--- src/rtl/sideband_pkg.sv ---
`timescale 1ns/1ps
// sideband_pkg
// Shared constants and types for the processor sideband controller.
// Assumes the strap word order fixed in the brief: A20 mask, ignore-error,
// interrupt, NMI from bit 0 upward.
package sideband_pkg;

    localparam int STRAP_W      = 4;
    localparam int STRAP_A20M   = 0;
    localparam int STRAP_IGNNE  = 1;
    localparam int STRAP_INTR   = 2;
    localparam int STRAP_NMI    = 3;

    // Lines whose asserted function is a high level (others assert low).
    localparam logic [STRAP_W-1:0] STRAP_ACT_HIGH = 4'b1100;

    localparam int NMI_SRC_N     = 2;
    localparam int NMI_SRC_SERR  = 0;
    localparam int NMI_SRC_IOCHK = 1;

    localparam int INIT_PULSE_LEN = 16;
    localparam int SYNC_DEPTH     = 2;

    typedef logic [STRAP_W-1:0]   strap_t;
    typedef logic [NMI_SRC_N-1:0] nmi_vec_t;

endpackage

--- src/rtl/sb_sync.sv ---
`timescale 1ns/1ps
// sb_sync
// Multi-stage flop chain bringing an asynchronous level into the clk domain.
// Assumes synchronous active-low reset; every stage resets to RESET_VAL.
module sb_sync #(
    parameter int              WIDTH     = 1,
    parameter int              STAGES    = 2,
    parameter logic [WIDTH-1:0] RESET_VAL = '0
) (
    input  logic             clk,
    input  logic             rst_n,
    input  logic [WIDTH-1:0] d,
    output logic [WIDTH-1:0] q
);

    generate
        for (genvar s = 0; s < STAGES; s++) begin : g_stage
            logic [WIDTH-1:0] r;
            if (s == 0) begin : g_first
                // first stage samples the raw input
                always_ff @(posedge clk) begin
                    if (!rst_n) r <= RESET_VAL;
                    else        r <= d;
                end
            end else begin : g_next
                // later stages shift the previous stage
                always_ff @(posedge clk) begin
                    if (!rst_n) r <= RESET_VAL;
                    else        r <= g_stage[s-1].r;
                end
            end
        end
    endgenerate

    assign q = g_stage[STAGES-1].r;

endmodule

--- src/rtl/sb_init_gen.sv ---
`timescale 1ns/1ps
// sb_init_gen
// Synchronizes the keyboard reset request, detects its falling edge and
// produces a fixed-length init pulse; a new edge reloads the count.
// Assumes the request idles high and may change at any time.
module sb_init_gen #(
    parameter int PULSE_LEN   = 16,
    parameter int SYNC_STAGES = 2
) (
    input  logic clk,
    input  logic rst_n,
    input  logic req_n_async,
    output logic pulse_on
);

    localparam int CNT_W = $clog2(PULSE_LEN + 1);

    logic             req_n_s;
    logic             req_n_prev;
    logic             req_fall;
    logic [CNT_W-1:0] cnt;

    sb_sync #(
        .WIDTH    (1),
        .STAGES   (SYNC_STAGES),
        .RESET_VAL(1'b1)
    ) u_req_sync (
        .clk  (clk),
        .rst_n(rst_n),
        .d    (req_n_async),
        .q    (req_n_s)
    );

    // remember last synchronized level for edge detection
    always_ff @(posedge clk) begin
        if (!rst_n) req_n_prev <= 1'b1;
        else        req_n_prev <= req_n_s;
    end

    assign req_fall = req_n_prev & ~req_n_s;

    // pulse length counter: reload on each falling edge, else count down
    always_ff @(posedge clk) begin
        if (!rst_n)          cnt <= '0;
        else if (req_fall)   cnt <= CNT_W'(PULSE_LEN);
        else if (cnt != '0)  cnt <= cnt - 1'b1;
    end

    assign pulse_on = (cnt != '0);

endmodule

--- src/rtl/sb_nmi_src.sv ---
`timescale 1ns/1ps
// sb_nmi_src
// Per-source latched NMI status. A source sets its bit when asserted and
// enabled; a clear strobe drops selected bits. Setting wins over clearing.
// Assumes source, enable and clear inputs are synchronous to clk.
module sb_nmi_src #(
    parameter int NUM_SRC = 2
) (
    input  logic               clk,
    input  logic               rst_n,
    input  logic [NUM_SRC-1:0] src_lvl,
    input  logic [NUM_SRC-1:0] src_en,
    input  logic               clr_we,
    input  logic [NUM_SRC-1:0] clr_mask,
    output logic [NUM_SRC-1:0] status,
    output logic               nmi_level
);

    generate
        for (genvar i = 0; i < NUM_SRC; i++) begin : g_src
            logic sts;
            // hold status until cleared; a live enabled source overrides the clear
            always_ff @(posedge clk) begin
                if (!rst_n)                         sts <= 1'b0;
                else if (src_lvl[i] && src_en[i])   sts <= 1'b1;
                else if (clr_we && clr_mask[i])     sts <= 1'b0;
            end
            assign status[i] = sts;
        end
    endgenerate

    assign nmi_level = |status;

endmodule

--- src/rtl/sb_pin_mux.sv ---
`timescale 1ns/1ps
// sb_pin_mux
// Chooses, per open-drain line, between the strap bit (reset phase) and the
// normal function, and converts to drive-low enables by line polarity.
// Assumes fn_on is the logical assertion of each line's function.
module sb_pin_mux
    import sideband_pkg::*;
(
    input  logic   in_rst,
    input  strap_t strap,
    input  strap_t fn_on,
    input  logic   init_on,
    input  logic   bist_en,
    input  logic   stpclk_on,
    output strap_t strap_drv_low,
    output logic   init_drv_low,
    output logic   stpclk_drv_low
);

    generate
        for (genvar i = 0; i < STRAP_W; i++) begin : g_line
            logic level_high;
            // wanted line level in normal function, by polarity
            assign level_high = STRAP_ACT_HIGH[i] ? fn_on[i] : ~fn_on[i];
            // strap bit during reset, function afterwards
            assign strap_drv_low[i] = in_rst ? ~strap[i] : ~level_high;
        end
    endgenerate

    // init: pulse from keyboard request, or held through reset with BIST
    assign init_drv_low   = init_on | (in_rst & bist_en);
    // stop-clock stays undriven while in reset
    assign stpclk_drv_low = ~in_rst & stpclk_on;

endmodule

--- src/rtl/cpu_sideband_ctrl.sv ---
`timescale 1ns/1ps
// cpu_sideband_ctrl
// Top of the processor sideband controller: A20 mask, init pulse, latched
// NMI, strap presentation during reset and stop-clock gating.
// Assumes rst_n is synchronous active-low; error sources and strobes are
// synchronous to clk; keyboard gate and reset request are asynchronous.
module cpu_sideband_ctrl
    import sideband_pkg::*;
(
    input  logic        clk,
    input  logic        rst_n,
    input  logic        fastgate_we,
    input  logic        fastgate_wd,
    input  logic        a20gate_in,
    input  logic        kbd_rst_req_n,
    input  logic        serr_in,
    input  logic        iochk_in,
    input  logic        serr_en,
    input  logic        iochk_en,
    input  logic        nmi_clr_we,
    input  logic [1:0]  nmi_clr_src,
    input  logic        ignne_req,
    input  logic        intr_req,
    input  logic        stpclk_req,
    input  logic [3:0]  strap_bits,
    input  logic        bist_en,
    output logic        a20m_drv_low,
    output logic        ignne_drv_low,
    output logic        intr_drv_low,
    output logic        nmi_drv_low,
    output logic        init_drv_low,
    output logic        stpclk_drv_low
);

    logic     in_rst;
    logic     fastgate_q;
    logic     a20gate_s;
    logic     init_on;
    logic     nmi_level;
    nmi_vec_t nmi_status;
    strap_t   fn_on;
    strap_t   strap_drv_low;

    // reset-phase flag: set by reset, cleared on first edge out of reset
    always_ff @(posedge clk) begin
        if (!rst_n) in_rst <= 1'b1;
        else        in_rst <= 1'b0;
    end

    // fast-gate bit written by its strobe
    always_ff @(posedge clk) begin
        if (!rst_n)           fastgate_q <= 1'b0;
        else if (fastgate_we) fastgate_q <= fastgate_wd;
    end

    sb_sync #(
        .WIDTH    (1),
        .STAGES   (SYNC_DEPTH),
        .RESET_VAL(1'b0)
    ) u_a20_sync (
        .clk  (clk),
        .rst_n(rst_n),
        .d    (a20gate_in),
        .q    (a20gate_s)
    );

    sb_init_gen #(
        .PULSE_LEN  (INIT_PULSE_LEN),
        .SYNC_STAGES(SYNC_DEPTH)
    ) u_init (
        .clk        (clk),
        .rst_n      (rst_n),
        .req_n_async(kbd_rst_req_n),
        .pulse_on   (init_on)
    );

    sb_nmi_src #(
        .NUM_SRC(NMI_SRC_N)
    ) u_nmi (
        .clk      (clk),
        .rst_n    (rst_n),
        .src_lvl  ({iochk_in, serr_in}),
        .src_en   ({iochk_en, serr_en}),
        .clr_we   (nmi_clr_we),
        .clr_mask (nmi_clr_src),
        .status   (nmi_status),
        .nmi_level(nmi_level)
    );

    // gather each strap line's normal-function assertion
    always_comb begin
        fn_on              = '0;
        fn_on[STRAP_A20M]  = fastgate_q | a20gate_s;
        fn_on[STRAP_IGNNE] = ignne_req;
        fn_on[STRAP_INTR]  = intr_req;
        fn_on[STRAP_NMI]   = nmi_level;
    end

    sb_pin_mux u_mux (
        .in_rst        (in_rst),
        .strap         (strap_bits),
        .fn_on         (fn_on),
        .init_on       (init_on),
        .bist_en       (bist_en),
        .stpclk_on     (stpclk_req),
        .strap_drv_low (strap_drv_low),
        .init_drv_low  (init_drv_low),
        .stpclk_drv_low(stpclk_drv_low)
    );

    assign a20m_drv_low  = strap_drv_low[STRAP_A20M];
    assign ignne_drv_low = strap_drv_low[STRAP_IGNNE];
    assign intr_drv_low  = strap_drv_low[STRAP_INTR];
    assign nmi_drv_low   = strap_drv_low[STRAP_NMI];

endmodule

--- config.mk ---
export PLATFORM = sky130hd
export DESIGN_NAME = cpu_sideband_ctrl
export DESIGN_NICKNAME = d
export VERILOG_FILES = /design/src/rtl/sideband_pkg.sv /design/src/rtl/sb_sync.sv /design/src/rtl/sb_init_gen.sv /design/src/rtl/sb_nmi_src.sv /design/src/rtl/sb_pin_mux.sv /design/src/rtl/cpu_sideband_ctrl.sv
export SDC_FILE = /design/constraint.sdc
export NUM_CORES = 1
export LEC_CHECK = 0
export BUFFER_PORTS_ARGS = -buffer_cell sky130_fd_sc_hd__buf_2
export CAP_MARGIN = 20
export CORE_MARGIN = 10
export CORE_UTILIZATION = 40
export CTS_BUF_LIST = sky130_fd_sc_hd__clkbuf_16
export CTS_CLUSTER_DIAMETER = 150
export DETAILED_ROUTE_END_ITERATION = 12
export GPL_TIMING_DRIVEN = 0
export PLACE_DENSITY = 0.71
export RECOVER_POWER = 100
export SETUP_SLACK_MARGIN = 0.2
export SKIP_LAST_GASP = 1
export SLEW_MARGIN = 20
export SYNTH_ARGS = -nofsm -noshare
export SYNTH_HDL_FRONTEND = slang
export SYNTH_SLANG_ARGS = --single-unit
--- constraint.sdc ---
create_clock -name clk -period 1.3 [get_ports clk]
set_input_delay 0.13 -clock clk [delete_from_list [all_inputs] [get_ports clk]]
set_output_delay 0.13 -clock clk [all_outputs]
set_load 0.02 [all_outputs]
==> reports/summary.md <==
The die is 57.2 um wide. For the area of the die, the log shows 3270 um2. Data on the critical path arrives at its endpoint at 1.20 ns.

In the routed design, unresolved DRC markers number 0. The placer congestion estimate came out at 0.653. The final reports fail on setup timing. The number of flip-flops in the largest register is 5, and the clock transition at the register clock pins on the worst setup and hold paths after CTS is 0.04 ns. The vertical extent of the die works out to 57.2 um. The total area inside the core boundary comes to 1300 um2. Detailed placement ended at an HPWL of 1020 um.

Using the TritonRoute via totals, the vias-per-cell ratio works out to 4.81. The longest individual stage delay on the worst path is 0.32 ns. The count of H-tree levels built during CTS is 1. The number of antenna diodes in the final layout is 0.

The internal power of the cells totals 0.00127 W. Across the VDD grid, the largest voltage drop is 1260 uV. For the initial cell density of the core, the log shows 0.426. The count of yosys warnings during synthesis was 0. The actual transition at the worst max-transition pin works out to 0.274 ns. Entering global routing, the biggest net connects 9 pins. In this run the count of I/O pins placed on the die edge is 27. The number of rows in the core area was 13; the critical path depth in cells was 5. The worst hold-check path type was in -> reg. After the last flow step, the layout net total stands at 116.

The longest clock path from root to sink contains 2 buffers. The worst setup path is of the reg -> out kind. The first global-routing pass estimated 2440 um of wire.

The most critical setup path has its startpoint at u_init.cnt[0]. The final count of negative-setup-slack endpoints was 1; the share of the clock period used by the worst path was 1.03. The post-synth net total was 80; the power density relative to cell area was 1960 nW/um2. The tools report the number of optimization iterations in the first detailed-route pass as 4. The worst register-to-register path ends at u_init.cnt[1]. After layout, the minimum clock period comes to 1.33 ns. The signal on the critical path passes through inv_2 -> ha_4 -> nor4b_4 -> nand2_2 -> buf_6. Worst reg2reg path startpoint: u_init.cnt[0].

The number of buffers added by the clock tree synthesis step was 3; the total overflow reported by the global router was 0. The cell count after synthesis came out at 58. The analysis attributes to net switching a power of 0.000521 W. The highest clock rate came out at 750 MHz. The tools report the least setup slack across all paths after layout as -0.0337 ns. The number of cells traversed by the worst register-to-register path works out to 6. The fraction of post-synthesis cell area in the top cell type by area came out at 0.506. u_init.cnt holds more flip-flops than any other register. For the global-route usage over all layers, the log shows 0.0926.

The count of input and output buffers is 26, and the clock sink count is 14. After filler insertion, the fill cell instance count of the layout stands at 99. Clock tree synthesis selected as its root buffer the cell sky130_fd_sc_hd__clkbuf_16. In this run the worst setup path terminates at init_drv_low. The part of the total power dissipated in the clock network came out at 0.315.

Setup repair after global routing could not meet its margin everywhere. In this run the static leakage power is 0.421 nW. By area the synthesized netlist is led by sky130_fd_sc_hd__dfxtp_1 51%, sky130_fd_sc_hd__mux2i_1 5.4%, sky130_fd_sc_hd__xnor2_1 4.7%, sky130_fd_sc_hd__nand2b_1 4.5%, sky130_fd_sc_hd__nor4b_4 4.3%. The biggest area contributor in the post-synthesis netlist is sky130_fd_sc_hd__dfxtp_1. The number of failing hold endpoints at the final stage is 0.

In this run, distinct cell masters in the synthesized netlist total 18. The total vias in the final route came out at 519. Data on the critical path is required at its endpoint by 1.17 ns. TritonCTS built the clock tree.

For the via count of the first global-routing pass, the log shows 547. The mapped netlist covers 554 um2. Relative contribution of sequential cells to total power: 0.308.

For the combinational power share, the log shows 0.377. The tool flagged a number of max-cap violations equal to 0. Wires add up to 1540 um.

A synthesized cell averages 9.56 um2. Insertion delay of the later-clocked pin in the worst-skew pair: 0.24 ns. The family with the most delay on the worst path was flip-flops. The part of the Yosys area used for sequential elements is 0.506. Counting both buffers and inverters, the worst setup path holds a total of 2. The final count of pins violating max slew is 0, and the residual antenna-violating net count after detailed routing is 0.

Prior to clock tree synthesis, the placed netlist has a worst setup slack of 0.0437 ns. The worst setup path is launched from a flop. The share of cells above drive strength 1 is 0.570.

The worst setup path is captured at a primary output. The switching part of the total is 0.290, and the number of DRC violations after detailed-routing iteration 0 is 9. The area growth from synthesis to layout is 64.8%. The run finished, with violations left. The average routed wire per standard cell came out at 14.3 um. The number of antenna violations at the first check in global routing was 0. Along the worst path, the maximum fanout reaches 2. Post-cts hold buffer count: 0.

Hold is met by 0.0745 ns. The largest registers in the layout are u_init.cnt: 5 flops, u_nmi.g_src.sts: 2 flops. Across the routed clock network, the largest skew measured is 0.00281 ns. For the setup TNS, the log shows -0.0337 ns. Relative slew slack: 0.816. The register bit total from synthesis is 14. The cell type of the slowest stage on the worst timing path was sky130_fd_sc_hd__dfxtp_2. The setup check on the worst reg-to-reg path leaves a slack of 0.07 ns.
## logic make-up (layout without fill, tap and decap cells)
group,count (synthesis),in the layout,share of synthesized area
XOR/XNOR,3,3,0.0474
AO/OA/AOI/OAI,7,7,0.0813
multiplexers,3,3,0.0542
flip-flops,14,14,0.506
adder cells (fa/ha/maj),1,1,0.0226
AND/OR/NAND/NOR,24,24,0.248
buffers and inverters,6,41,0.0406
## synthesized netlist by cell type
| cell type | number |
|---|---|
| sky130_fd_sc_hd__a211oi_1 | 1 |
| sky130_fd_sc_hd__a21oi_1 | 3 |
| sky130_fd_sc_hd__a22oi_1 | 2 |
| sky130_fd_sc_hd__and2_1 | 2 |
| sky130_fd_sc_hd__clkbuf_1 | 1 |
| sky130_fd_sc_hd__dfxtp_1 | 14 |
| sky130_fd_sc_hd__ha_1 | 1 |
| sky130_fd_sc_hd__inv_1 | 5 |
| sky130_fd_sc_hd__mux2i_1 | 3 |
| sky130_fd_sc_hd__nand2_1 | 5 |
| sky130_fd_sc_hd__nand2b_1 | 4 |
| sky130_fd_sc_hd__nor2_1 | 5 |
| sky130_fd_sc_hd__nor2_2 | 1 |
| sky130_fd_sc_hd__nor2b_1 | 2 |
| sky130_fd_sc_hd__nor3_1 | 4 |
| sky130_fd_sc_hd__nor4b_4 | 1 |
| sky130_fd_sc_hd__o31ai_1 | 1 |
| sky130_fd_sc_hd__xnor2_1 | 3 |
## routing by layer
metal,wire length (um),global-route usage,vias up
met4,23,0.0503,0
met2,852,0.166,16
met3,94,0.0332,4
met5,0,0,-
met1,572,0.0902,238
li1,-,-,261
## through the flow
step	total power, W	instance area, um2	util	instances
2_1_floorplan	0.000906	582	-	58
6_report	0.00179	913	0.702	108
4_1_cts	0.00180	906	0.696	107
5_1_grt	0.00189	913	0.702	108
3_5_place_dp	0.00102	731	0.562	99
3_3_place_gp	0.00100	731	0.562	99
## area by class of cell
cell class / instances / area, um2 / share of cell area
multi-input cells: 38 / 327 / 0.358
clock buffers: 3 / 75.1 / 0.0822
plain buffers: 1 / 7.51 / 0.00822
flip-flops and latches: 14 / 284 / 0.311
inverters: 5 / 18.8 / 0.0205
clock inverters: 1 / 3.75 / 0.00411
well taps: 15 / 18.8 / 0.0205
repair buffers: 31 / 179 / 0.196
## worst register-to-register path, stage by stage, from the launching register on
cell and delay (ns):
sky130_fd_sc_hd__dfxtp_2 0.32, sky130_fd_sc_hd__inv_2 0.07, sky130_fd_sc_hd__ha_4 0.13, sky130_fd_sc_hd__nor4b_4 0.23, sky130_fd_sc_hd__buf_4 0.19, sky130_fd_sc_hd__nor2b_1 0.05, sky130_fd_sc_hd__a211oi_1 0.15
## cell usage in the layout (no fill, tap or decap), types with 2 or more instances in the layout
cell type	n
sky130_fd_sc_hd__a21oi_2	2
sky130_fd_sc_hd__a22oi_1	2
sky130_fd_sc_hd__and2_1	2
sky130_fd_sc_hd__buf_2	19
sky130_fd_sc_hd__buf_4	8
sky130_fd_sc_hd__clkbuf_1	2
sky130_fd_sc_hd__clkbuf_16	3
sky130_fd_sc_hd__dfxtp_1	11
sky130_fd_sc_hd__dfxtp_2	3
sky130_fd_sc_hd__inv_1	3
sky130_fd_sc_hd__inv_2	2
sky130_fd_sc_hd__mux2i_2	2
sky130_fd_sc_hd__nand2_1	4
sky130_fd_sc_hd__nand2b_1	4
sky130_fd_sc_hd__nor2_1	3
sky130_fd_sc_hd__nor2_4	2
sky130_fd_sc_hd__nor3_2	3
sky130_fd_sc_hd__xnor2_1	2
## power groups by stage
stage                     clock network, W  logic, W  registers [W]
final                             0.000565  0.000677       0.000552
after floorplan                          0  0.000365       0.000541
after global placement                   0  0.000457       0.000548
after global routing              0.000596  0.000735       0.000555
after detailed placement                 0  0.000467       0.000549
after CTS                         0.000574  0.000682       0.000548
## repair_timing
action                     4_1_cts  5_1_grt
setup buffers                    4        1
pin swaps                        8        3
setup endpoints to repair       10       11
resized for setup               19        8
## worst min-delay path by stage
stage | start | end | slack [ns] | cells after the start
detailed placement | kbd_rst_req_n | u_init.u_req_sync.g_stage[0].r | 0.32 | 2
global route | kbd_rst_req_n | u_init.u_req_sync.g_stage[0].r | 0.09 | 2
CTS | kbd_rst_req_n | u_init.u_req_sync.g_stage[0].r | 0.08 | 2
global placement | kbd_rst_req_n | u_init.u_req_sync.g_stage[0].r | 0.31 | 2
floorplan | rst_n | u_init.req_n_prev | 0.20 | 1
finish | kbd_rst_req_n | u_init.u_req_sync.g_stage[0].r | 0.07 | 2
No activity file was read; power rests on OpenSTA's default activity.
